[src/rtl/gff_pkg.sv]
package gff_pkg;

    // Occupancy regions; each one decodes to a fixed set of flag levels.
    typedef enum logic [2:0] {
        RG_EMPTY,
        RG_SPARSE,
        RG_MID,
        RG_UPPER,
        RG_CROWDED,
        RG_FULL
    } fill_region_e;

    // Operation decoded for the current cycle.
    typedef enum logic [2:0] {
        OP_HOLD,
        OP_PUSH,
        OP_POP,
        OP_SWAP,
        OP_REWIND
    } fifo_op_e;

endpackage

[src/rtl/gff_store.sv]
module gff_store #(
    parameter int DEPTH  = 64,
    parameter int DATA_W = 9,
    localparam int ADDR_W = $clog2(DEPTH)
) (
    input  logic              clk,
    input  logic              wr_en,
    input  logic [ADDR_W-1:0] wr_addr,
    input  logic [DATA_W-1:0] wr_data,
    input  logic [ADDR_W-1:0] rd_addr,
    output logic [DATA_W-1:0] rd_data
);

    logic [DATA_W-1:0] cells [DEPTH];

    always_ff @(posedge clk) begin
        if (wr_en) begin
            cells[wr_addr] <= wr_data;
        end
    end

    // The head word is visible without a read latency.
    assign rd_data = cells[rd_addr];

endmodule

[src/rtl/gff_ctrl.sv]
module gff_ctrl
    import gff_pkg::*;
#(
    parameter int DEPTH = 64,
    localparam int ADDR_W = $clog2(DEPTH),
    localparam int CNT_W  = ADDR_W + 1
) (
    input  logic              clk,
    input  logic              rst_n,
    input  logic              wr_req,
    input  logic              rd_req,
    input  logic              rewind_req,
    output logic              wr_en,
    output logic [ADDR_W-1:0] wr_addr,
    output logic [ADDR_W-1:0] rd_addr,
    output logic [CNT_W-1:0]  occ
);

    localparam logic [CNT_W-1:0] CAP = CNT_W'(DEPTH);

    logic [ADDR_W-1:0] wr_ptr_q;
    logic [ADDR_W-1:0] rd_ptr_q;
    logic [CNT_W-1:0]  occ_q;
    logic [CNT_W-1:0]  rewind_occ;
    logic              push;
    logic              pop;
    fifo_op_e          op;

    // Decode the single operation of this cycle.
    always_comb begin
        push = wr_req && (occ_q < CAP);
        pop  = rd_req && (occ_q != '0);
        if (rewind_req && !wr_req && !rd_req) begin
            op = OP_REWIND;
        end else if (push && pop) begin
            op = OP_SWAP;
        end else if (push) begin
            op = OP_PUSH;
        end else if (pop) begin
            op = OP_POP;
        end else begin
            op = OP_HOLD;
        end
    end

    // Words from location zero up to the write address; a zero address with
    // a nonzero count means the write side has gone round the whole ring.
    always_comb begin
        if (wr_ptr_q == '0 && occ_q != '0) begin
            rewind_occ = CAP;
        end else begin
            rewind_occ = {1'b0, wr_ptr_q};
        end
    end

    always_ff @(posedge clk) begin
        if (!rst_n) begin
            wr_ptr_q <= '0;
            rd_ptr_q <= '0;
            occ_q    <= '0;
        end else begin
            unique case (op)
                OP_PUSH: begin
                    wr_ptr_q <= wr_ptr_q + 1'b1;
                    occ_q    <= occ_q + 1'b1;
                end
                OP_POP: begin
                    rd_ptr_q <= rd_ptr_q + 1'b1;
                    occ_q    <= occ_q - 1'b1;
                end
                OP_SWAP: begin
                    wr_ptr_q <= wr_ptr_q + 1'b1;
                    rd_ptr_q <= rd_ptr_q + 1'b1;
                end
                OP_REWIND: begin
                    rd_ptr_q <= '0;
                    occ_q    <= rewind_occ;
                end
                OP_HOLD: begin
                end
                default: begin
                end
            endcase
        end
    end

    assign wr_en   = (op == OP_PUSH) || (op == OP_SWAP);
    assign wr_addr = wr_ptr_q;
    assign rd_addr = rd_ptr_q;
    assign occ     = occ_q;

endmodule

[src/rtl/gff_flags.sv]
module gff_flags
    import gff_pkg::*;
#(
    parameter int DEPTH = 64,
    localparam int ADDR_W = $clog2(DEPTH),
    localparam int CNT_W  = ADDR_W + 1
) (
    input  logic             clk,
    input  logic             rst_n,
    input  logic [CNT_W-1:0] occ,
    output logic             full_n,
    output logic             empty_n,
    output logic             half_n,
    output logic             almost_n
);

    localparam logic [CNT_W-1:0] CAP       = CNT_W'(DEPTH);
    localparam logic [CNT_W-1:0] LOW_EDGE  = CNT_W'(DEPTH / 8);
    localparam logic [CNT_W-1:0] MID_EDGE  = CNT_W'(DEPTH / 2);
    localparam logic [CNT_W-1:0] HIGH_EDGE = CNT_W'(DEPTH - DEPTH / 8);

    fill_region_e region_q;
    fill_region_e region_d;

    always_comb begin
        if (occ == '0) begin
            region_d = RG_EMPTY;
        end else if (occ < LOW_EDGE) begin
            region_d = RG_SPARSE;
        end else if (occ <= MID_EDGE) begin
            region_d = RG_MID;
        end else if (occ <= HIGH_EDGE) begin
            region_d = RG_UPPER;
        end else if (occ < CAP) begin
            region_d = RG_CROWDED;
        end else begin
            region_d = RG_FULL;
        end
    end

    // State register: one cycle behind the count.
    always_ff @(posedge clk) begin
        if (!rst_n) begin
            region_q <= RG_EMPTY;
        end else begin
            region_q <= region_d;
        end
    end

    // Output decode of the region state.
    always_comb begin
        full_n   = 1'b1;
        empty_n  = 1'b1;
        half_n   = 1'b1;
        almost_n = 1'b1;
        unique case (region_q)
            RG_EMPTY: begin
                empty_n  = 1'b0;
                almost_n = 1'b0;
            end
            RG_SPARSE: begin
                almost_n = 1'b0;
            end
            RG_MID: begin
            end
            RG_UPPER: begin
                half_n = 1'b0;
            end
            RG_CROWDED: begin
                half_n   = 1'b0;
                almost_n = 1'b0;
            end
            RG_FULL: begin
                full_n   = 1'b0;
                half_n   = 1'b0;
                almost_n = 1'b0;
            end
            default: begin
            end
        endcase
    end

endmodule

[src/rtl/graded_flag_fifo.sv]
module graded_flag_fifo #(
    parameter int DEPTH  = 64,
    parameter int DATA_W = 9,
    localparam int ADDR_W = $clog2(DEPTH),
    localparam int CNT_W  = ADDR_W + 1
) (
    input  logic              clk,
    input  logic              rst_n,
    input  logic              wr_strobe,
    input  logic [DATA_W-1:0] wr_data,
    input  logic              rd_strobe,
    output logic [DATA_W-1:0] rd_data,
    input  logic              rewind,
    output logic              full_n,
    output logic              empty_n,
    output logic              half_n,
    output logic              almost_n
);

    logic              wr_en;
    logic [ADDR_W-1:0] wr_addr;
    logic [ADDR_W-1:0] rd_addr;
    logic [CNT_W-1:0]  occ_q;

    gff_ctrl #(.DEPTH(DEPTH)) u_ctrl (
        .clk        (clk),
        .rst_n      (rst_n),
        .wr_req     (wr_strobe),
        .rd_req     (rd_strobe),
        .rewind_req (rewind),
        .wr_en      (wr_en),
        .wr_addr    (wr_addr),
        .rd_addr    (rd_addr),
        .occ        (occ_q)
    );

    gff_store #(.DEPTH(DEPTH), .DATA_W(DATA_W)) u_store (
        .clk     (clk),
        .wr_en   (wr_en),
        .wr_addr (wr_addr),
        .wr_data (wr_data),
        .rd_addr (rd_addr),
        .rd_data (rd_data)
    );

    gff_flags #(.DEPTH(DEPTH)) u_flags (
        .clk      (clk),
        .rst_n    (rst_n),
        .occ      (occ_q),
        .full_n   (full_n),
        .empty_n  (empty_n),
        .half_n   (half_n),
        .almost_n (almost_n)
    );

endmodule

[config.mk]
export PLATFORM = sky130hd
export DESIGN_NAME = graded_flag_fifo
export DESIGN_NICKNAME = d
export VERILOG_FILES = /design/src/rtl/gff_pkg.sv /design/src/rtl/gff_store.sv /design/src/rtl/gff_ctrl.sv /design/src/rtl/gff_flags.sv /design/src/rtl/graded_flag_fifo.sv
export SDC_FILE = /design/constraint.sdc
export NUM_CORES = 1
export LEC_CHECK = 0
export ABC_AREA = 1
export BUFFER_PORTS_ARGS = -buffer_cell sky130_fd_sc_hd__buf_2
export CAP_MARGIN = 5
export CORE_MARGIN = 8
export CORE_UTILIZATION = 25
export DETAILED_ROUTE_END_ITERATION = 7
export PLACE_DENSITY = 0.47
export SLEW_MARGIN = 25
export SYNTH_ARGS = -nofsm -noshare
export SYNTH_HDL_FRONTEND = slang
export SYNTH_SLANG_ARGS = --single-unit
[constraint.sdc]
create_clock -name clk -period 2.25 [get_ports clk]
set_input_delay 0.1125 -clock clk [delete_from_list [all_inputs] [get_ports clk]]
set_output_delay 0.1125 -clock clk [all_outputs]
set_load 0.1 [all_outputs]
==> impl.org <==
** Run status
- Run status :: finished with violations
- The final reports fail on negative hold slack, negative setup slack.

** Synthesis
- Counting flops with a built-in enable in the synthesized netlist gives 576.
- A synthesized cell averages around 11 um2.
- The share of synthesized area in the top cell type comes to 0.6877.
- Main area contributors after synthesis :: edfxtp_1 (69%), nand2_1 (12%), nand3_1 (10%)
- Cell with the most instances after synthesis :: nand2_1
- Post-synthesis instance area :: 0.02515 mm2
- The most used flip-flop cell after synthesis is edfxtp_1.
- Library cell occupying the most area in the post-synthesis netlist :: edfxtp_1
- Fraction of registers with async set or reset after synthesis :: 0
- By count the netlist is led by nand2_1 (784), edfxtp_1 (576), nand3_1 (509).
- Number of distinct library cell variants in the gate-level netlist after synthesis :: 37
- Fraction of the yosys area taken by sequential cells :: 0.7100
- Yosys warning count :: 0
- In the synthesized netlist, the number of instances is 2227.
- The number of nets in the synthesized netlist is roughly 2300.
- Number of synthesized register bits :: 604

** Global routing
- Met2 Track Usage GR :: 0.2083
- In the global route stage, met1 resource usage came out at 0.1784.
- The via count of the first global-routing pass came to 16847.
- First-pass GRT wire length :: 110300 um
- Most Used Layer, Global Route :: met2
- Total global routing overflow :: 0
- M3 GR Usage :: 0.02024
- For this run, the total global-route usage over all layers was measured as 0.1295.
- Entering global routing, the biggest net connects 65 pins.
- Initial antenna violation count :: 0

** Setup path
- In this run the critical register-to-register path is captured at u_ctrl.occ[3].
- The critical path contains buffers and inverters numbering 4 combined.
- STA classifies the critical path endpoint as a primary output.
- The critical path goes through buf_12, buf_4, inv_6, nand2_1, nand3_1, nand3_1, nand2_1, nand2_1, nand3_1, nand3_2, nand2_4, buf_12.
- Slack of the worst reg-to-reg path :: 0.05 ns
- Critical Path AT :: about 2.6 ns
- The worst setup path is launched from a flop.
- The worst setup path is of the flop to primary output kind.
- Reg2Reg Launch Point :: u_ctrl.occ[6]
- The worst register-to-register path has a depth of 13.
- CP Data Required Time :: 2.14 ns
- Of all nets on the critical path, the largest fanout is 14.
- For this design, the slowest cell found on the critical path is dfxtp_4.
- In this design, the stage delay of the slowest critical-path cell is 0.36 ns.
- On the critical path the largest part of the delay comes from simple AND/OR/NAND/NOR gates.

** Die
- The initial utilization of the core area, before any placement, comes to 0.2519.
- Number of standard-cell rows in the floorplan :: around 120
- Area of the core region :: roughly 0.10 mm2
- Pin placement for this block handled 27 I/O pins.
- The die covers 0.1110 mm2.
- Width of the die :: 333.2 um
- Die Y :: about 330 um

** Drt
- For this run, design rule violations remaining after detail routing come to 0.
- Via density per instance :: between 4 and 5
- Detailed-router iteration count before antenna repair :: 5
- The routed design has roughly 75000 um of wire.
- After detailed routing, the average wire length per cell comes to 20.07 um.
- The detail route stage leaves a number of antenna-violating nets equal to 0.
- In this run, the number of DRC markers left after iteration 0 of detailed routing was 1587.
- Via Count :: 17239

** Layout
- In the final layout, the share of cells above drive strength 1 is 0.1845.
- Area growth from synthesis to layout :: 25.14%
- Number of non-filler instances in the completed layout :: roughly 3700
- # nets final :: 2410
- The layout has 10054 filler cells.
- Total inserted antenna cells :: 0

** Placement
- Timing analysis after detailed placement gives a worst setup slack of -0.03200 ns.
- Including well taps, the total number of placed cells is 3569.
- Port buffering added 26 buffers.
- Half-perimeter wire length of the detailed placement result :: 43190 um
- Last weighted congestion value of the routability-driven placer :: 0.8388

** Timing
- Clock skew on the completed layout was measured at 0.02010 ns.
- Tightest hold margin :: -0.0004149 ns
- Unrepaired setup endpoints after global routing :: yes
- Normalized max-slew margin :: 0.6001
- Once routing completed, OpenROAD measured the worst setup slack at -0.4412 ns.
- The max-slew violation count came to 0.
- Setup violations remaining at the end of the flow were counted as 9.
- Dividing the final minimum period by the clock period gives 1.196.
- Final hold violations :: 1
- For the pin with the worst max-slew slack, the measured transition is 0.5999 ns.
- F_max :: 371.6 MHz
- After layout, the minimum clock period comes to 2.691 ns.

** Power
- Overall power of the completed layout :: ~36 mW
- Worst ir drop on vdd :: between 0.8 and 0.9 mV
- Summed over all cells, the static leakage comes to ~11 nW.
- In this run the power density over the cells is 1135 mW/mm2.

** Clock network
- Clock-pin slew was measured on the worst setup and hold paths at 0.06 ns.
- The tree is rooted in a clkbuf_16.
- In this run the number of H-tree levels came out at 3.
- CTS tree :: done
- In this run the deepest clock path goes through 3 buffers.
- At the later pin of the worst-skew pair, clock insertion delay measures 0.62 ns.
- Num Clock Sinks :: 604
- Clock buffers created by TritonCTS :: 69

** Min path
- Worst hold path type :: input pin to flop
- Start point of the worst hold path :: wr_data[7]
- The worst hold path was traced through 2 stages.
- Capture endpoint of the worst hold path :: u_store.cells[33][7]

** Run
- MaxCap Viol Count :: 0
-- area by class of cell --
class,instances,area [um2],area share
clock inverter,42,548.0,0.01741
tap,1298,1624,0.05160
timing repair buffer,209,2491,0.07915
timing repair inverter,3,36.28,0.001153
sequential,604,17880,0.5680
clock buffer,81,1792,0.05693
multi-input combinational,1454,6898,0.2192
inverter,46,207.7,0.006599
-- how the worst max path moves through the flow --
stage                        from  depth (start not counted)             to  slack (ns)
floorplan           u_ctrl.occ[6]                         12  u_ctrl.occ[2]        0.25
global placement             flop                         11     rd_data[4]       0.002
detailed placement           flop                         11     rd_data[4]       -0.03
CTS                          flop                         12     rd_data[1]       -0.45
global route                 flop                         12     rd_data[7]       -0.51
finish                       flop                         12     rd_data[7]       -0.44
-- per-layer routing --
| layer | routed length (um) | share of wire | vias to the layer above |
|---|---|---|---|
| li1 | - | - | 8104 |
| met1 | 34030 | 0.45 | 8524 |
| met2 | 35320 | 0.47 | 494 |
| met3 | 3820 | 0.051 | 117 |
| met4 | 1819 | 0.024 | 0 |
| met5 | 0 | 0 | - |
-- state kept, by name (all words and copies together), names as in the netlist, named ones only --
register,count
u_ctrl.occ,7
u_ctrl.rd_addr,6
u_flags.region_q,3
u_store.cells,576
u_ctrl.wr_addr,6
-- worst reg2reg max path, delay by kind of cell, from the launching register on --
family                     cells  cell delay (ns)
buffers and inverters          4             0.53
DFF                            1             0.36
and+or+nand+nor                5             0.47
AOI/OAI and AO/OA              3             0.33
adders and majority gates      1             0.38
-- layout by cell type (no fill, tap or decap), drive strengths merged, types with 2 or more instances in the layout --
master       synthesis  layout
nand2              791     791
edfxtp             576     576
nand3              511     511
buf                111     196
nor2                94      94
clkbuf              12      85
inv                 42      49
dfxtp               28      28
clkinv               4      27
o21ai               16      16
a21oi               16      16
bufinv               0       8
ha                   8       8
clkinvlp             0       7
nand4                6       6
dlygate4sd3          0       5
bufbuf               0       4
or2                  2       2
nor3                 2       2
-- kinds of logic (layout without fill, tap and decap cells) --
logic type      Yosys count  in the layout  share of synthesized area
simple gates           1407           1407                     0.2401
flops                   604            604                     0.7100
buf+inv                 169            381                    0.03617
compound gates           37             37                   0.008607
fa+ha+maj                 9              9                   0.004776
xor+xnor                  1              1                  0.0003483
-- metrics by stage --
step	TNS, ns	hold slack (ns)	utilization	area, um2
global route	-4.640	0.02595	0.3152	31470
global placement	0	0.5129	0.2781	27770
CTS	-3.939	0.00002542	0.3093	30880
floorplan	0	0.2114	-	25150
detailed placement	-0.03200	0.5259	0.2781	27770
finish	-3.576	-0.0004149	0.3152	31470
-- power breakdown --
part | leakage (nW) | total, mW | switching, mW | internal [mW]
Clock | 1.12 | 11.6 | 4.82 | 6.74
Sequential | 5.41 | 12.7 | 0.154 | 12.5
Combinational | 4.86 | 11.5 | 7.36 | 4.13
-- what timing repair did --
action,4_1_cts,5_1_grt
buffers inserted,9,13
hold buffers,5,0
resized for setup,71,82
gates cloned,14,4
pin swaps,14,28
endpoints found under the hold margin,15,0
endpoints found under the setup margin,9,14
Power figures use the tool's default switching activity.
